## src/rtl/dac_regbank_pkg.sv

```systemverilog
package dac_regbank_pkg;
    localparam int CODE_W = 10;
    localparam int WORD_W = 16;
    localparam int CMD_W  = 4;
    localparam int NCH    = 2;

    typedef enum logic [CMD_W-1:0] {
        OP_NOP0     = 4'b0000,
        OP_LDUP_A   = 4'b0001,
        OP_RB_A     = 4'b0010,
        OP_LD_A     = 4'b0011,
        OP_LDUP_B   = 4'b0100,
        OP_RB_B     = 4'b0101,
        OP_LD_B     = 4'b0110,
        OP_UPD_ALL  = 4'b0111,
        OP_LD_ALL   = 4'b1000,
        OP_CHAIN_OFF= 4'b1001,
        OP_EDGE_UP  = 4'b1010,
        OP_CLR_ZERO = 4'b1011,
        OP_CLR_MID  = 4'b1100,
        OP_CTRL     = 4'b1101,
        OP_RSVD     = 4'b1110,
        OP_NOP1     = 4'b1111
    } op_e;

    typedef enum logic [1:0] {
        KIND_COUNT = 2'b00,
        KIND_FRAME = 2'b01,
        KIND_ABORT = 2'b10,
        KIND_SPARE = 2'b11
    } kind_e;

    typedef struct packed {
        logic [NCH-1:0] ld;
        logic [NCH-1:0] upd;
        logic           rb;
        logic           rb_ch;
        logic           clr_zero;
        logic           clr_mid;
        logic           chain_off;
        logic           edge_up;
    } act_t;

    function automatic logic [CODE_W-1:0] mid_code();
        logic [CODE_W-1:0] m;
        m = '0;
        m[CODE_W-1] = 1'b1;
        return m;
    endfunction

    function automatic logic word_taken(input logic vld, input logic chain,
                                        input logic [1:0] kind);
        return vld && ((chain && kind == KIND_FRAME) || (!chain && kind == KIND_COUNT));
    endfunction
endpackage

```

## src/rtl/dac_cmd_decode.sv

```systemverilog
module dac_cmd_decode
    import dac_regbank_pkg::*;
(
    input  logic             take,
    input  logic [CMD_W-1:0] cmd,
    output act_t             act
);
    always_comb begin
        act = '0;
        if (take) begin
            unique case (op_e'(cmd))
                OP_LDUP_A:    begin act.ld[0] = 1'b1; act.upd[0] = 1'b1; end
                OP_LDUP_B:    begin act.ld[1] = 1'b1; act.upd[1] = 1'b1; end
                OP_LD_A:      act.ld[0] = 1'b1;
                OP_LD_B:      act.ld[1] = 1'b1;
                OP_LD_ALL:    act.ld = '1;
                OP_UPD_ALL:   act.upd = '1;
                OP_RB_A:      begin act.rb = 1'b1; act.rb_ch = 1'b0; end
                OP_RB_B:      begin act.rb = 1'b1; act.rb_ch = 1'b1; end
                OP_CLR_ZERO:  act.clr_zero = 1'b1;
                OP_CLR_MID:   act.clr_mid = 1'b1;
                OP_CHAIN_OFF: act.chain_off = 1'b1;
                OP_EDGE_UP:   act.edge_up = 1'b1;
                default:      act = '0;
            endcase
        end
    end
endmodule

```

## src/rtl/dac_chan_reg.sv

```systemverilog
module dac_chan_reg
    import dac_regbank_pkg::*;
#(
    parameter int W = CODE_W
) (
    input  logic         clk,
    input  logic         rst,
    input  logic         ld,
    input  logic         upd,
    input  logic         clr_zero,
    input  logic         clr_mid,
    input  logic [W-1:0] din,
    output logic [W-1:0] stage_q,
    output logic [W-1:0] out_q
);
    logic [W-1:0] stage_nx;
    logic [W-1:0] mid;

    always_comb begin
        stage_nx = ld ? din : stage_q;
        mid = '0;
        mid[W-1] = 1'b1;
    end

    always_ff @(posedge clk) begin
        if (rst) begin
            stage_q <= '0;
            out_q   <= '0;
        end else begin
            stage_q <= stage_nx;
            if (clr_zero)     out_q <= '0;
            else if (clr_mid) out_q <= mid;
            else if (upd)     out_q <= stage_nx;
        end
    end
endmodule

```

## src/rtl/dac_regbank.sv

```systemverilog
module dac_regbank
    import dac_regbank_pkg::*;
(
    input  logic              clk,
    input  logic              rst,
    input  logic              word_vld,
    input  logic [WORD_W-1:0] word,
    input  logic [1:0]        commit_kind,
    input  logic              ldac_n,
    output logic [CODE_W-1:0] dac_a,
    output logic [CODE_W-1:0] dac_b,
    output logic [CODE_W-1:0] rb_code,
    output logic              daisy_en,
    output logic              clk_rise
);
    localparam int CODE_LSB = WORD_W - CMD_W - CODE_W;

    logic              take;
    act_t              act;
    logic              ldac_q;
    logic              ldac_fall;
    logic [CODE_W-1:0] code;
    logic [NCH-1:0][CODE_W-1:0] stage_q;
    logic [NCH-1:0][CODE_W-1:0] out_q;
    logic              unused_lsbs;

    assign take        = word_taken(word_vld, daisy_en, commit_kind);
    assign code        = word[WORD_W-CMD_W-1 -: CODE_W];
    assign unused_lsbs = ^word[CODE_LSB-1:0];
    assign ldac_fall   = ldac_q & ~ldac_n;

    dac_cmd_decode u_dec (
        .take (take),
        .cmd  (word[WORD_W-1 -: CMD_W]),
        .act  (act)
    );

    for (genvar ch = 0; ch < NCH; ch++) begin : g_ch
        logic upd_ch;
        assign upd_ch = act.upd[ch] | ldac_fall | (~ldac_n & act.ld[ch]);
        dac_chan_reg #(.W(CODE_W)) u_reg (
            .clk      (clk),
            .rst      (rst),
            .ld       (act.ld[ch]),
            .upd      (upd_ch),
            .clr_zero (act.clr_zero),
            .clr_mid  (act.clr_mid),
            .din      (code),
            .stage_q  (stage_q[ch]),
            .out_q    (out_q[ch])
        );
    end

    always_ff @(posedge clk) begin
        if (rst) begin
            ldac_q   <= 1'b1;
            rb_code  <= '0;
            daisy_en <= 1'b1;
            clk_rise <= 1'b0;
        end else begin
            ldac_q <= ldac_n;
            if (act.rb)        rb_code  <= stage_q[act.rb_ch];
            if (act.chain_off) daisy_en <= 1'b0;
            if (act.edge_up)   clk_rise <= 1'b1;
        end
    end

    assign dac_a = out_q[0];
    assign dac_b = out_q[1];
endmodule

```

## config.mk

```make
export PLATFORM = sky130hd
export DESIGN_NAME = dac_regbank
export DESIGN_NICKNAME = d
export VERILOG_FILES = /design/src/rtl/dac_regbank_pkg.sv /design/src/rtl/dac_cmd_decode.sv /design/src/rtl/dac_chan_reg.sv /design/src/rtl/dac_regbank.sv
export SDC_FILE = /design/constraint.sdc
export NUM_CORES = 1
export LEC_CHECK = 0
export BUFFER_PORTS_ARGS = -buffer_cell sky130_fd_sc_hd__buf_4
export CORE_ASPECT_RATIO = 0.6
export CORE_MARGIN = 5
export CORE_UTILIZATION = 25
export CTS_CLUSTER_SIZE = 25
export DETAILED_ROUTE_END_ITERATION = 8
export GPL_TIMING_DRIVEN = 0
export PLACE_DENSITY = 0.47
export SYNTH_ARGS = -nofsm -noshare
export SYNTH_HDL_FRONTEND = slang
export SYNTH_HIERARCHICAL = 1
export SYNTH_SLANG_ARGS = --single-unit
```

## constraint.sdc

```tcl
create_clock -name clk -period 2.55 [get_ports clk]
set_input_delay 0 -clock clk [delete_from_list [all_inputs] [get_ports clk]]
set_output_delay 0 -clock clk [all_outputs]
set_load 0.01 [all_outputs]
```

---- Yosys cells after proc, flatten, opt, wreduce, memory -nomap -nowiden ----
Index checks and enable logic that the tools add are counted.
operators by class
  $lt $le $gt $ge ......................... 1
  equality and inequality tests ........... 13
  mux-type cells .......................... 18
  bitwise logic cells ..................... 8
  reductions and logical operators ........ 14
operators with widths
  operator              number
  $mux W10              9
  $eq A4 B4 Y1 const B  5
  $eq A4 B3 Y1 const B  4
  $reduce_or A3 Y1      3
  $eq A4 B2 Y1 const B  2
  $mux W1               8
  $reduce_or A2 Y1      3
  $eq A4 B1 Y1 const B  1
  $or A1 B1 Y1          4
  $pmux W2 S2           1
  $reduce_bool A2 Y1    2
  $and A1 B1 Y1         3
  $logic_and A1 B1 Y1   3
  $eq A2 B1 Y1 const B  1
  $logic_not A2 Y1      1
  $lt A1 B2 Y1 const B  1
  $logic_not A1 Y1      1
  $logic_or A1 B1 Y1    1
  $not A1 Y1            1
storage, ports and cells
  bits in registers ....................... 53
  bits of input ports ..................... 22
  output and inout port bits .............. 32
  logic and storage cells ................. 64

---- Depth between registers and ports, before layout ----
  depth after elaboration ................. 9
  depth in mapped cells ................... 9

---- Modules after synthesis ----
Netlist, hierarchy kept.
modules (own cells, without submodules)
  module          instances  cells each  area an instance (µm²)  seq. area each (µm²)
  dac_chan_reg    2          68          750.7                   400.4
  dac_regbank     1          58          560.5                   260.2
  dac_cmd_decode  1          26          183.9                   0.0

---- Least setup slack after synthesis ----
No wires, ideal clock.
  path type ............................... register -> register
  from .................................... reg daisy_en
  to ...................................... reg g_ch[0].u_reg.out_q[0]
  setup time .............................. 0.129 ns
  arrival ................................. 1.932 ns
  required time ........................... 2.421 ns
  path slack .............................. 0.489 ns
  cell stages (with the launch flop) ...... 8
  clock period less this slack ............ 2.061 ns
  path through ............................ dfxtp_1 -> xor2_1 -> nor3b_1 -> nand2b_1 -> nor4_1 -> or3_4 -> buf_6 -> a211oi_2
RTL lines
  item                      RTL line            source
  start: declaration        dac_regbank.sv:13   output logic daisy_en,
  start signal: assignment  dac_regbank.sv:58   daisy_en <= 1'b1;
  start signal: assignment  dac_regbank.sv:63   if (act.chain_off) daisy_en <= 1'b0;
  end signal: assignment    dac_chan_reg.sv:32  else if (clr_mid) out_q <= mid;
  end signal: assignment    dac_chan_reg.sv:33  else if (upd) out_q <= stage_nx;
  end: declaration          dac_chan_reg.sv:14  output logic [W-1:0] out_q

==> summary.txt <==
Rel. slew slack: 57.3%
drt pass-1 iters: 4
pin count of the biggest net entering global routing: 18
most common cell after layout, fill and taps aside: nor2_1
Nets: 305
die height: 83.4 um
clock-pin slew on the worst setup and hold paths: 70 ps
Cells after Synth: 220
Unique masters post-synth: 30
peak supply drop: 0.350 mV
pre-CTS WS: -12.6 ps
top_reg_cell synth: dfxtp_1
vias in the first global route: 1713
chip width: 132 um
Vias per Instance: 4.40
Power Dens Cells: 625 mW/mm2
leakage power: 1.14 nW
crit path max fanout: 10
CP Data Required Time: 2760 ps
Yosys warning count: 6
period utilisation layout: 85.3%
Clock power frac: 41.9%
Post-Syn Nets: 242
critical path launch point type: flop
drt initial violations: 85
endpoints failing setup: 0
clk buf depth: 2
outcome: complete, no violations
internal power: 1.43 mW
worst setup margin: 375 ps
Seq/Total Area, Yosys: 47.2%
CTS tree: built
clk sinks: 53
initial core utilization: 26.1%
post-route ant nets: 0
fill count: 894
DR vias: 1741
final hold violations: 0
HPWL after DPL: 4.54 mm
worst clock skew: 6.31 ps
core box area: 0.00862 mm2
CP Class: flop to flop
Post-route DRC: 0
Antenna Cells: 0
std cell rows: 26
FMAX: 460 MHz
layout cells sized above 1: 32.7%
first-pass GRT wire length: 9.89 mm
CP Cell Sequence: xor2_1 > nor3b_2 > nand2b_1 > a21oi_1 > nor2_1 > o21bai_1 > clkbuf_2 > nor3_1 > a311oi_1
crit-path max cell delay: 340 ps
Die ar.: 0.0110 mm2
Slowest-stage cell, CP: nor3b_2
WL/cell: 16.1 um
gpl congestion: 0.771
max-cap violations: 0
Clock Latency Late Sink: 300 ps
CTS Buf Count: 5
post-CTS setup buffers: 0
IO buf count: 49
register share of total power: 46.4%
post-synthesis cell area: 0.00225 mm2
worst min path class: input pin to flop
Global Route Usage Sum: 11.5%
initial antenna violation count: 0
Psw: 454 uW
count of pins over their slew limit: 0
final WL: 6.37 mm
Clock Root Buffer: clkbuf_16
H-tree depth: 2
io pins: 54
Post-synth ARST share: 0%
Post-synth EDFFs: 0
synthesized flop and latch total: 53
most frequent cells in the layout: nor2_1, dfxtp_1, buf_4
total power: 1.88 mW
minimum clock period after layout: 2170 ps
Mapped Avg Cell Area: 10.2 um2
Tightest Pin Transition: 640 ps
Sw Share: 24.2%
Setup crit end kind: flop
Comb pwr share: 11.8%
area grow syn2layout: 33.9%
critical path arrival: 2380 ps
unrepaired setup endpoints after global routing: no
total grt overflow: 0
==> synth_stat cells, types with 3 or more instances <==
cell / number / area share, %
nor2_1: 54 / 9.0
inv_1: 5 / 0.84
buf_6: 4 / 2.0
buf_2: 4 / 0.89
nand2b_1: 3 / 0.84
a211oi_2: 18 / 10
and3b_1: 3 / 1.2
a211oi_1: 10 / 3.3
mux2i_1: 30 / 13
nor3b_1: 3 / 1.0
dfxtp_1: 53 / 47
or2_2: 3 / 0.84
clkbuf_1: 5 / 0.84
==> flip-flops by register name, indices dropped and copies added, names as in the netlist <==
| register | cells |
|---|---|
| clk_rise | 1 |
| daisy_en | 1 |
| g_ch.u_reg/stage_q | 20 |
| g_ch.u_reg/out_q | 20 |
| ldac_q | 1 |
| rb_code | 10 |
==> cell type report <==
class / count / area [um2] / area share [%]
clock inverters: 3 / 46.3 / 1.54
inverters: 5 / 18.8 / 0.624
multi-input cells: 146 / 1070 / 35.7
plain buffers: 16 / 104 / 3.45
clock buffers: 5 / 125 / 4.16
well taps: 112 / 140 / 4.66
flip-flops and latches: 53 / 1060 / 35.3
repair buffers: 56 / 438 / 14.6
==> critical path, delay by kind of cell (launching register included) <==
family,cells,cell delay [ps]
compound gates,3,630
buf+inv,1,310
flops,1,330
xor+xnor,1,170
simple gates,4,640
==> metal layers <==
| layer | up-vias | routed length [um] | track usage [%] |
|---|---|---|---|
| met2 | 42 | 2360 | 14.3 |
| met1 | 804 | 3530 | 18.2 |
| met3 | 4 | 436 | 4.17 |
| met4 | 0 | 40 | 2.50 |
| met5 | - | 0 | 0 |
| li1 | 891 | - | - |
==> worst paths after layout <==
| check | from | to | slack (ps) | cells past startpoint |
|---|---|---|---|---|
| worst max register to register | daisy_en | g_ch[1].u_reg/out_q[9] | 380 | 9 |
| worst max-delay path | daisy_en | g_ch[1].u_reg/out_q[9] | 380 | 9 |
| worst min register to register | clk_rise | clk_rise | 470 | 2 |
| worst min-delay path | word[3] | g_ch[1].u_reg/stage_q[1] | 3 | 3 |
==> stage by stage <==
| stage | utilization [%] | TNS, ps | cells | hold WS, ps | instance area [um2] |
|---|---|---|---|---|---|
| 6_report | 34.9 | 0 | 396 | 2.78 | 3010 |
| 5_1_grt | 34.9 | 0 | 396 | 7.60 | 3010 |
| 4_1_cts | 34.8 | 0 | 396 | 1.80 | 3000 |
| 3_5_place_dp | 31.9 | -12.6 | 381 | 222 | 2750 |
| 3_3_place_gp | 31.9 | -131 | 381 | 221 | 2750 |
| 2_1_floorplan | - | 0 | 220 | 72.8 | 2250 |
==> power groups by stage <==
stage                     Sequential [mW]  Combinational, mW  Clock [mW]
after global placement              0.891              0.212           0
final                               0.872              0.221       0.787
after detailed placement            0.891              0.214           0
after CTS                           0.872              0.224       0.805
after global routing                0.875              0.240       0.842
after floorplan                     0.900              0.106           0
==> logic make-up after synthesis <==
family	share of synthesized area, %
buf+inv	5.40
xor+xnor	1.17
mux	13.4
flops	47.2
compound gates	16.3
simple gates	16.5
==> repair_timing <==
| item | 4_1_cts | 5_1_grt |
|---|---|---|
| endpoints found under the hold margin | 7 | 0 |
| gates resized for setup | 2 | 1 |
| setup endpoints to repair | 9 | 5 |
| hold buffers | 7 | 0 |
| pin swaps | 0 | 0 |
Note: power is estimated with default switching activity, not from simulation.
